$ cat src/rtl/ireg_pkg.sv
// Shared constants and types for the indirect register access port.
// Assumes a 3-bit host offset and an 8-bit indirect address (bit 7 = read).
package ireg_pkg;

    localparam int HOST_AW   = 3;
    localparam int HOST_DW   = 16;
    localparam int DATA_REGS = 4;
    localparam int WORD_W    = 32;
    localparam int LOC_W     = 7;

    localparam logic [HOST_AW-1:0] OFS_STATUS = 3'd0;
    localparam logic [HOST_AW-1:0] OFS_ADDR   = 3'd1;
    localparam logic [HOST_AW-1:0] OFS_DATA0  = 3'd2;
    localparam logic [HOST_AW-1:0] OFS_REV    = 3'd6;

    localparam int ST_BUSY  = 0;
    localparam int ST_ERR   = 1;
    localparam int ST_GLOB  = 2;
    localparam int ST_CODEC = 3;

    // One indirect transaction: direction flag and internal location.
    typedef struct packed {
        logic             rd;
        logic [LOC_W-1:0] loc;
    } xact_t;

endpackage

$ cat src/rtl/ireg_store.sv
// Internal register file of REG_COUNT 32-bit words, reached only through
// the sequencer. Held at zero while 'hold' is high. Indices at or above
// REG_COUNT read zero and ignore writes. Assumes REG_COUNT <= 64.
module ireg_store #(
    parameter int REG_COUNT = 8
) (
    input  logic                          clk,
    input  logic                          rst_n,
    input  logic                          hold,
    input  logic                          wr_en,
    input  logic [ireg_pkg::LOC_W-2:0]    idx,
    input  logic [ireg_pkg::WORD_W-1:0]   wr_data,
    output logic [ireg_pkg::WORD_W-1:0]   rd_data
);
    import ireg_pkg::*;

    localparam int SEL_W = (REG_COUNT > 1) ? $clog2(REG_COUNT) : 1;
    localparam logic [LOC_W-1:0] LIMIT = LOC_W'(REG_COUNT);

    logic [WORD_W-1:0] mem [REG_COUNT];
    logic              in_range;
    logic [SEL_W-1:0]  sel;

    assign in_range = ({1'b0, idx} < LIMIT);
    assign sel      = idx[SEL_W-1:0];

    // One storage word per entry: cleared by reset or hold, else written on a match.
    for (genvar g = 0; g < REG_COUNT; g++) begin : g_word
        always_ff @(posedge clk) begin
            if (!rst_n || hold) begin
                mem[g] <= '0;
            end else if (wr_en && in_range && (sel == SEL_W'(g))) begin
                mem[g] <= wr_data;
            end
        end
    end

    // Read path: selected word, or zero when out of range.
    always_comb begin
        rd_data = in_range ? mem[sel] : '0;
    end

    // A cycle after hold, every word (and so any read) is zero.
    assert_hold_clears_R7: assert property (@(posedge clk) disable iff (!rst_n)
        $past(hold) |-> (rd_data == '0));

endmodule

$ cat src/rtl/ireg_seq.sv
// Transaction sequencer. A launch latches the transaction and raises busy
// on the next cycle for exactly LATENCY cycles. 'done' marks the last busy
// cycle, when the store or data register 0 is updated.
// Assumes launch is never raised while busy (the host decode gates it).
module ireg_seq #(
    parameter int LATENCY = 4
) (
    input  logic            clk,
    input  logic            rst_n,
    input  logic            launch,
    input  ireg_pkg::xact_t launch_op,
    output logic            busy,
    output logic            done,
    output ireg_pkg::xact_t op
);
    import ireg_pkg::*;

    localparam int CNT_W = $clog2(LATENCY + 1);
    localparam int RUN_W = $clog2(LATENCY + 2);

    logic [CNT_W-1:0] cnt_q;

    // Countdown of remaining busy cycles and capture of the launched transaction.
    always_ff @(posedge clk) begin
        if (!rst_n) begin
            busy  <= 1'b0;
            cnt_q <= '0;
            op    <= '0;
        end else if (launch) begin
            busy  <= 1'b1;
            cnt_q <= CNT_W'(LATENCY - 1);
            op    <= launch_op;
        end else if (busy) begin
            if (cnt_q == '0) begin
                busy <= 1'b0;
            end else begin
                cnt_q <= cnt_q - 1'b1;
            end
        end
    end

    assign done = busy && (cnt_q == '0);

    // Checker counter: length of the current busy run.
    logic [RUN_W-1:0] run_q;
    always_ff @(posedge clk) begin
        if (!rst_n) run_q <= '0;
        else        run_q <= busy ? run_q + 1'b1 : '0;
    end

    assert_launch_sets_busy_R3: assert property (@(posedge clk) disable iff (!rst_n)
        launch |=> busy);
    assert_busy_needs_launch_R3: assert property (@(posedge clk) disable iff (!rst_n)
        $rose(busy) |-> $past(launch));
    assert_busy_length_R3: assert property (@(posedge clk) disable iff (!rst_n)
        $fell(busy) |-> (run_q == RUN_W'(LATENCY)));
    assert_no_launch_when_busy_R6: assert property (@(posedge clk) disable iff (!rst_n)
        busy |-> !launch);

endmodule

$ cat src/rtl/ireg_host_if.sv
// Host register decode: status and reset controls, address register, four
// data registers and the revision constant. Decides when a transaction may
// start, blocks writes during busy, and takes read results into data reg 0.
// Assumes one host write per strobe cycle; reads are side-effect free.
module ireg_host_if #(
    parameter logic [3:0] BOARD_REV    = 4'd3,
    parameter logic [3:0] MAJOR_REV    = 4'd2,
    parameter logic [3:0] MINOR_REV    = 4'd1,
    parameter logic       AUDIO_ABSENT = 1'b0
) (
    input  logic                         clk,
    input  logic                         rst_n,
    input  logic                         host_wr,
    input  logic [ireg_pkg::HOST_AW-1:0] host_addr,
    input  logic [ireg_pkg::HOST_DW-1:0] host_wdata,
    output logic [ireg_pkg::HOST_DW-1:0] host_rdata,
    input  logic                         busy,
    input  logic                         done,
    input  ireg_pkg::xact_t              op,
    input  logic [ireg_pkg::WORD_W-1:0]  rd_data,
    output logic                         launch,
    output ireg_pkg::xact_t              launch_op,
    output logic                         wr_en,
    output logic [ireg_pkg::WORD_W-1:0]  wr_data,
    output logic                         hold,
    output logic                         global_rst_n_o,
    output logic                         codec_rst_n_o
);
    import ireg_pkg::*;

    localparam logic [HOST_DW-1:0] REV_WORD =
        {BOARD_REV, AUDIO_ABSENT, 3'b000, MAJOR_REV, MINOR_REV};

    logic               glob_q, codec_q, err_q;
    logic [7:0]         addr_q;
    logic [HOST_DW-1:0] data_q [DATA_REGS];
    logic               wr_status, wr_addr, wr_data_any, blocked;
    logic [HOST_DW-1:0] half;

    assign wr_status   = host_wr && (host_addr == OFS_STATUS);
    assign wr_addr     = host_wr && (host_addr == OFS_ADDR);
    assign wr_data_any = host_wr && (host_addr >= OFS_DATA0) && (host_addr < OFS_REV);
    assign blocked     = busy && (wr_addr || wr_data_any);

    assign launch    = wr_addr && !busy && glob_q;
    assign launch_op = xact_t'(host_wdata[7:0]);
    assign wr_en     = done && !op.rd;
    assign wr_data   = {data_q[1], data_q[0]};
    assign hold      = !glob_q;
    assign half      = op.loc[0] ? rd_data[31:16] : rd_data[15:0];

    // Reset controls and sticky error: status writes apply at any time.
    always_ff @(posedge clk) begin
        if (!rst_n) begin
            glob_q  <= 1'b0;
            codec_q <= 1'b0;
            err_q   <= 1'b0;
        end else if (wr_status) begin
            glob_q  <= host_wdata[ST_GLOB];
            codec_q <= host_wdata[ST_CODEC];
            if (host_wdata[ST_ERR]) err_q <= 1'b0;
        end else if (blocked) begin
            err_q <= 1'b1;
        end
    end

    // Address register keeps the last accepted transaction.
    always_ff @(posedge clk) begin
        if (!rst_n)      addr_q <= '0;
        else if (launch) addr_q <= host_wdata[7:0];
    end

    // Data registers: host writes while idle; register 0 also takes read results.
    for (genvar g = 0; g < DATA_REGS; g++) begin : g_data
        logic load_rd, load_host;
        assign load_rd   = (g == 0) && done && op.rd;
        assign load_host = host_wr && !busy && (host_addr == OFS_DATA0 + HOST_AW'(g));
        always_ff @(posedge clk) begin
            if (!rst_n)         data_q[g] <= '0;
            else if (load_rd)   data_q[g] <= half;
            else if (load_host) data_q[g] <= host_wdata;
        end
    end

    // Host read mux over the seven visible registers.
    always_comb begin
        host_rdata = '0;
        case (host_addr)
            OFS_STATUS: host_rdata = {12'b0, codec_q, glob_q, err_q, busy};
            OFS_ADDR:   host_rdata = {8'b0, addr_q};
            3'd2:       host_rdata = data_q[0];
            3'd3:       host_rdata = data_q[1];
            3'd4:       host_rdata = data_q[2];
            3'd5:       host_rdata = data_q[3];
            OFS_REV:    host_rdata = REV_WORD;
            default:    host_rdata = '0;
        endcase
    end

    assign global_rst_n_o = glob_q;
    assign codec_rst_n_o  = codec_q;

    assert_busy_blocks_data_R6: assert property (@(posedge clk) disable iff (!rst_n)
        (busy && host_wr && host_addr == 3'd3) |=> $stable(data_q[1]));
    assert_err_clear_only_by_write_R6: assert property (@(posedge clk) disable iff (!rst_n)
        $fell(err_q) |-> $past(wr_status && host_wdata[ST_ERR]));
    assert_held_no_start_R7: assert property (@(posedge clk) disable iff (!rst_n)
        (!global_rst_n_o && !busy && wr_addr) |=> !busy);
    assert_ready_reads_data_R5: assert property (@(posedge clk) disable iff (!rst_n)
        (done && op.rd) |=> (data_q[0] == $past(half)));

endmodule

$ cat src/rtl/ireg_port.sv
// Top of the indirect register access port: host decode, transaction
// sequencer and internal register store. Host reads are combinational;
// every internal access goes through a LATENCY-cycle transaction.
module ireg_port #(
    parameter int         LATENCY      = 4,
    parameter int         REG_COUNT    = 8,
    parameter logic [3:0] BOARD_REV    = 4'd3,
    parameter logic [3:0] MAJOR_REV    = 4'd2,
    parameter logic [3:0] MINOR_REV    = 4'd1,
    parameter logic       AUDIO_ABSENT = 1'b0
) (
    input  logic        clk,
    input  logic        rst_n,
    input  logic        host_wr,
    input  logic [2:0]  host_addr,
    input  logic [15:0] host_wdata,
    output logic [15:0] host_rdata,
    output logic        global_rst_n_o,
    output logic        codec_rst_n_o
);
    import ireg_pkg::*;

    logic              busy, done, launch, wr_en, hold;
    xact_t             op, launch_op;
    logic [WORD_W-1:0] wr_data, rd_data;

    ireg_host_if #(
        .BOARD_REV(BOARD_REV), .MAJOR_REV(MAJOR_REV),
        .MINOR_REV(MINOR_REV), .AUDIO_ABSENT(AUDIO_ABSENT)
    ) u_host (
        .clk(clk), .rst_n(rst_n),
        .host_wr(host_wr), .host_addr(host_addr),
        .host_wdata(host_wdata), .host_rdata(host_rdata),
        .busy(busy), .done(done), .op(op), .rd_data(rd_data),
        .launch(launch), .launch_op(launch_op),
        .wr_en(wr_en), .wr_data(wr_data), .hold(hold),
        .global_rst_n_o(global_rst_n_o), .codec_rst_n_o(codec_rst_n_o)
    );

    ireg_seq #(.LATENCY(LATENCY)) u_seq (
        .clk(clk), .rst_n(rst_n),
        .launch(launch), .launch_op(launch_op),
        .busy(busy), .done(done), .op(op)
    );

    ireg_store #(.REG_COUNT(REG_COUNT)) u_store (
        .clk(clk), .rst_n(rst_n), .hold(hold),
        .wr_en(wr_en), .idx(op.loc[LOC_W-1:1]),
        .wr_data(wr_data), .rd_data(rd_data)
    );

endmodule

$ cat config.mk
export PLATFORM = sky130hd
export DESIGN_NAME = ireg_port
export DESIGN_NICKNAME = d
export VERILOG_FILES = /design/src/rtl/ireg_pkg.sv /design/src/rtl/ireg_store.sv /design/src/rtl/ireg_seq.sv /design/src/rtl/ireg_host_if.sv /design/src/rtl/ireg_port.sv
export SDC_FILE = /design/constraint.sdc
export NUM_CORES = 1
export LEC_CHECK = 0
export ABC_CLOCK_PERIOD_IN_PS = 10430
export BUFFER_PORTS_ARGS = -buffer_cell sky130_fd_sc_hd__buf_2
export CORE_ASPECT_RATIO = 1.25
export CORE_MARGIN = 1.5
export CORE_UTILIZATION = 51
export DETAILED_ROUTE_END_ITERATION = 6
export HOLD_SLACK_MARGIN = 0.08
export PLACE_DENSITY = 0.7
export SLEW_MARGIN = 20
export SYNTH_ARGS = -nofsm -noshare
export SYNTH_HDL_FRONTEND = slang
export SYNTH_SLANG_ARGS = --single-unit
$ cat constraint.sdc
create_clock -name clk -period 10.43 [get_ports clk]
set_clock_uncertainty 0.15 [all_clocks]
set_input_delay 0 -clock clk [delete_from_list [all_inputs] [get_ports clk]]
set_output_delay 0 -clock clk [all_outputs]
set_load 0.02 [all_outputs]
* Word level (Yosys, flattened, before mapping) *
Memories as Yosys holds them, arrays and structs flattened. A register that Yosys moved wholly into a read port is not among the register bits.
Index checks and enable logic that the tools add are counted.

storage, ports and cells
  flip-flop bits (word level) = 23
  memories kept = 2
  bits in writable memories = 320
  word-level logic and storage cells = 154

memory list
  name           depth  width  rd ports  clocked after memory_dff  wr ports  RTL line            text
  u_store.mem    8      32     1         1                         8         ireg_store.sv:20    logic [WORD_W-1:0] mem [REG_COUNT];
  u_host.data_q  4      16     4         0                         4         ireg_host_if.sv:36  logic [HOST_DW-1:0] data_q [DATA_REGS];

operators by class
  reduce and logical (&&, ||, !) cells = 39
  $lt $le $gt $ge = 3
  eq/ne operators = 15
  bitwise operators = 15
  add/subtract/negate cells = 1
  mux-type cells = 70

operator list
  operator                                                                      number
  32-bit 2-to-1 mux                                                             9
  16-bit one-hot mux with 7 select lines                                        1
  16-bit 2-to-1 mux                                                             6
  1-bit 2-to-1 mux                                                              49
  1-bit logical AND                                                             24
  3-bit == test, second input constant                                          7
  1-bit OR                                                                      13
  3-bit by 2-bit == test with 1-bit output, second input constant               4
  3-bit zero test                                                               3
  3-bit by 1-bit == test with 1-bit output, second input constant               2
  6-bit by 4-bit less-than comparator with 1-bit output, second input constant  1
  2-bit 2-to-1 mux                                                              3
  3-bit 2-to-1 mux                                                              2
  2-bit AND reduction                                                           3
  1-bit zero test                                                               4
  2-bit != test, second input constant                                          2
  2-bit nonzero test                                                            2
  3-bit by 2-bit >= comparator with 1-bit output, second input constant         1
  3-bit less-than comparator, second input constant                             1
  3-bit by 1-bit subtractor with 3-bit output, second input constant            1
  1-bit logical OR                                                              2
  1-bit inverter                                                                2
  2-bit OR reduction                                                            1

* Logic depth before layout (Yosys ltp) *
  depth in word-level cells = 9
  gate-level depth with buffers = 8

* Cells and area by module *
A second synthesis with hierarchy kept.

unflattened totals
  cell total of the unflattened synthesis = 1,162
  area, all modules = 16,598.4 um^2

modules (own cells, without submodules)
  module        area each (um^2)  sequential area each (um^2)  times used  cells each
  ireg_store    12,001.5          7,687.4                      1           774
  ireg_host_if  4,056.4           2,142.1                      1           339
  ireg_seq      540.5             240.2                        1           49

* Worst setup path after synthesis *
No wires, ideal clock.

  path kind = reg2reg
  start point = register u_seq.cnt_q[0]
  end point = memory u_store.mem[5][0], enable pin
  cell stages (with the launch flop) = 7
  setup slack = 6,501 ps
  buffers on the path = 1
  data required time = 9,814 ps
  data arrival time = 3,313 ps
  cells stage by stage = dfxtp_1 -> inv_1 -> ha_1 -> and3b_1 -> buf_4 -> nand4b_1 -> o21ai_0

RTL lines
  what                    RTL line          text
  from (decl)             ireg_seq.sv:21    logic [CNT_W-1:0] cnt_q;
  from (signal assigned)  ireg_seq.sv:31    cnt_q <= CNT_W'(LATENCY - 1);
  from (signal assigned)  ireg_seq.sv:37    cnt_q <= cnt_q - 1'b1;
  to (decl)               ireg_store.sv:20

==> qor.yml <==
outcome: "complete, no violations"
cts_sinks: 338
via_per_inst: 6.33
post_drt_wl_per_cell_microns: 25.1
clk_latency_ns: 0.58
first_global_vias: 9833
max_stage_delay_ns: 0.86
ir_drop_mv: 0.127
crit_arrival_ns: 3.48
hold_buffers: 26
clk_pin_slew_ns: 0.07
synthArstFlopShare_pct: 0
synth-edff-count: 320
syn_avg_cell_area_sq_um: 15.1
synthesis.area_sq_um: 16400
cts-buffers-inserted: 31
synth_top_area_share_pct: 58.6
leakagePower_uw: 0.00592
globalRouteOverflowTotal: 0
num_vias: 9716
drive_above_1_share_pct: 30.9
antenna_left: 0
h-tree-depth: 1
drt_iter0_drc: 923
tns_ns: 0
dp_hpwl_microns: 21100
core-area_sq_um: 31700
antenna_found_initial: 0
die_y_microns: 203
fin_nets: 1124
diodes: 0
design_area_sq_um: 18000
tightest_slew_ns: 1.03
synthTopCellsByCount: "320 x edfxtp_1, 156 x nor3_2, 104 x nor3_1"
post-route-util_pct: 56.6
route.detailed.drc: 0
io_buffers: 39
critPathKind: "flip-flop to flip-flop"
die_w_microns: 163
fillers: 2441
worstPathRequired_ns: 10.56
clockRootBuffer: "clkbuf_16"
wl_microns: 38600
placementRows: 73
ys_top_cells_by_area: "edfxtp_1 59%, nor3_2 9.5%, mux4_2 7.1%"
worstSetupEndpointType: "flip-flop"
pwr-share-comb_pct: 3.8
slew_headroom_pct: 31.0
grt_pass1_wl_microns: 59000
crit_chain: "inv_1, ha_1, and3b_1, nand4_1, buf_4, buf_4, nor3_1"
cts_buffer_depth: 3
cp_common_cell: "buf_4"
yosysMostFrequentCell: "edfxtp_1"
holdWs_ns: 0.145
hold_violations: 0
hold_path.class: "primary input to flip-flop"
setup-violations-final: 0
fmax_mhz: 299
slew_violations: 0
grt_max_degree: 93
initial_utilization_pct: 51.7
pwr-share-clk_pct: 41.6
p_sw_uw: 587
io_pins: 40
p_int_uw: 2170
dieArea_sq_um: 33200
power.share.switching_pct: 21.3
cts_resized: 0
critPathMaxFanout: 65
cp-start-kind: "flip-flop"
r2r_slack_ns: 7.08
slowest_stage: "buf_4"
place.gp.congestion: 0.803
ys_ff_latch: 338
power.total_uw: 2750
post_cts_buffers: 0
postPlaceCellArea_sq_um: 16700
powerDensity_nw_per_um2: 153
synth_cells: 1086
yosysSeqAreaShare_pct: 60.8
power_frac_seq_pct: 54.6
rsz0062_at_grt: "false"
synth_ff_type: "edfxtp_1"
area_growth_syn_to_layout_pct: 9.52
timing.final.crit_share_pct: 32.1
drv_cap: 0
yosys.area.top_type: "edfxtp_1"
synth_cell_types: 50
yosysWarnings: 0
cts_tree: "yes"
syn_nets: 1110
firstDrtPassIters: 5
period_minus_slack_ns: 3.35
grt_usage_pct: 23.6
-- stage by stage --
| step | worst slack [ns] | instances |
|---|---|---|
| 4_1_cts | 7.11 | 1536 |
| 2_1_floorplan | 6.50 | 1086 |
| 6_report | 7.08 | 1536 |
| 3_5_place_dp | 7.13 | 1453 |
| 5_1_grt | 6.90 | 1536 |
| 3_3_place_gp | 7.19 | 1453 |
-- cells by family (layout without fill, tap and decap cells) --
| kind of cell | after synthesis | after routing | synth area share, % |
|---|---|---|---|
| AND/OR/NAND/NOR | 395 | 395 | 17.7 |
| flip-flops | 338 | 338 | 60.8 |
| buffers and inverters | 147 | 185 | 5.27 |
| multiplexers | 112 | 112 | 12.2 |
| AO/OA/AOI/OAI | 92 | 92 | 3.86 |
| adder cells (fa/ha/maj) | 2 | 2 | 0.153 |
-- placed cells by master (no fill, tap or decap), types with 8 or more instances in the layout --
cell / instances
o21ai_4: 8
nor2_1: 14
clkbuf_16: 31
clkinv_1: 37
mux4_1: 13
o21ai_0: 15
buf_2: 39
dlygate4sd3_1: 26
nand4_1: 17
and2_1: 50
nand3_1: 10
edfxtp_1: 320
nor3_2: 156
a221oi_1: 13
a21oi_1: 14
mux2i_1: 40
dfxtp_1: 15
o221ai_1: 18
mux4_2: 52
nand2_1: 9
a22oi_1: 8
nor3_1: 104
buf_4: 24
-- layer usage --
layer	share of wire, %	vias up	global-route usage [%]
li1	-	4286	-
met1	40	4991	30.4
met2	51	363	41.1
met3	6.5	76	3.05
met4	2.5	0	7.63
met5	0	-	0
-- critical path: cells and delay by family (launching register included) --
family / cells / cell delay [ns]
and+or+nand+nor: 3 / 0.56
DFF: 1 / 0.32
buffers and inverters: 3 / 1.69
adders and majority gates: 1 / 0.23
-- area by class of cell --
cell class                      count  area (sq um)  area share [%]
Sequential cell                   338          9980            55.6
Multi-Input combinational cell    601          5670            31.6
Clock buffer                       37           798            4.45
Timing Repair Buffer               90           647            3.60
Tap cell                          412           515            2.87
Clock inverter                     20           206            1.15
Inverter                           38           143           0.795
-- state kept, by name, indices dropped and copies added (netlist names), named ones only --
signal / flops
u_host.addr_q: 7
u_host.codec_rst_n_o: 1
u_host.data_q: 64
u_host.err_q: 1
u_host.global_rst_n_o: 1
u_seq.busy: 1
u_seq.cnt_q: 3
u_seq.op: 1
u_store.mem: 256
-- power by group through the flow --
stage	clock (uW)	sequential (uW)	combinational [uW]
6_report	1150	1500	105
4_1_cts	1160	1500	104
3_3_place_gp	0	1530	97.2
3_5_place_dp	0	1530	98.4
5_1_grt	1210	1510	112
2_1_floorplan	0	1530	63.7
-- path summary, 6_finish.rpt --
check                              to  cells after the start           start
setup / recovery   u_store.mem[2][22]                      7  u_seq.cnt_q[0]
setup reg to reg   u_store.mem[2][22]                      7  u_seq.cnt_q[0]
hold reg to reg        u_seq.cnt_q[1]                      2  u_seq.cnt_q[1]
hold / removal    u_host.data_q[1][9]                      3   host_wdata[9]
No activity file was read; power rests on OpenSTA's default activity.
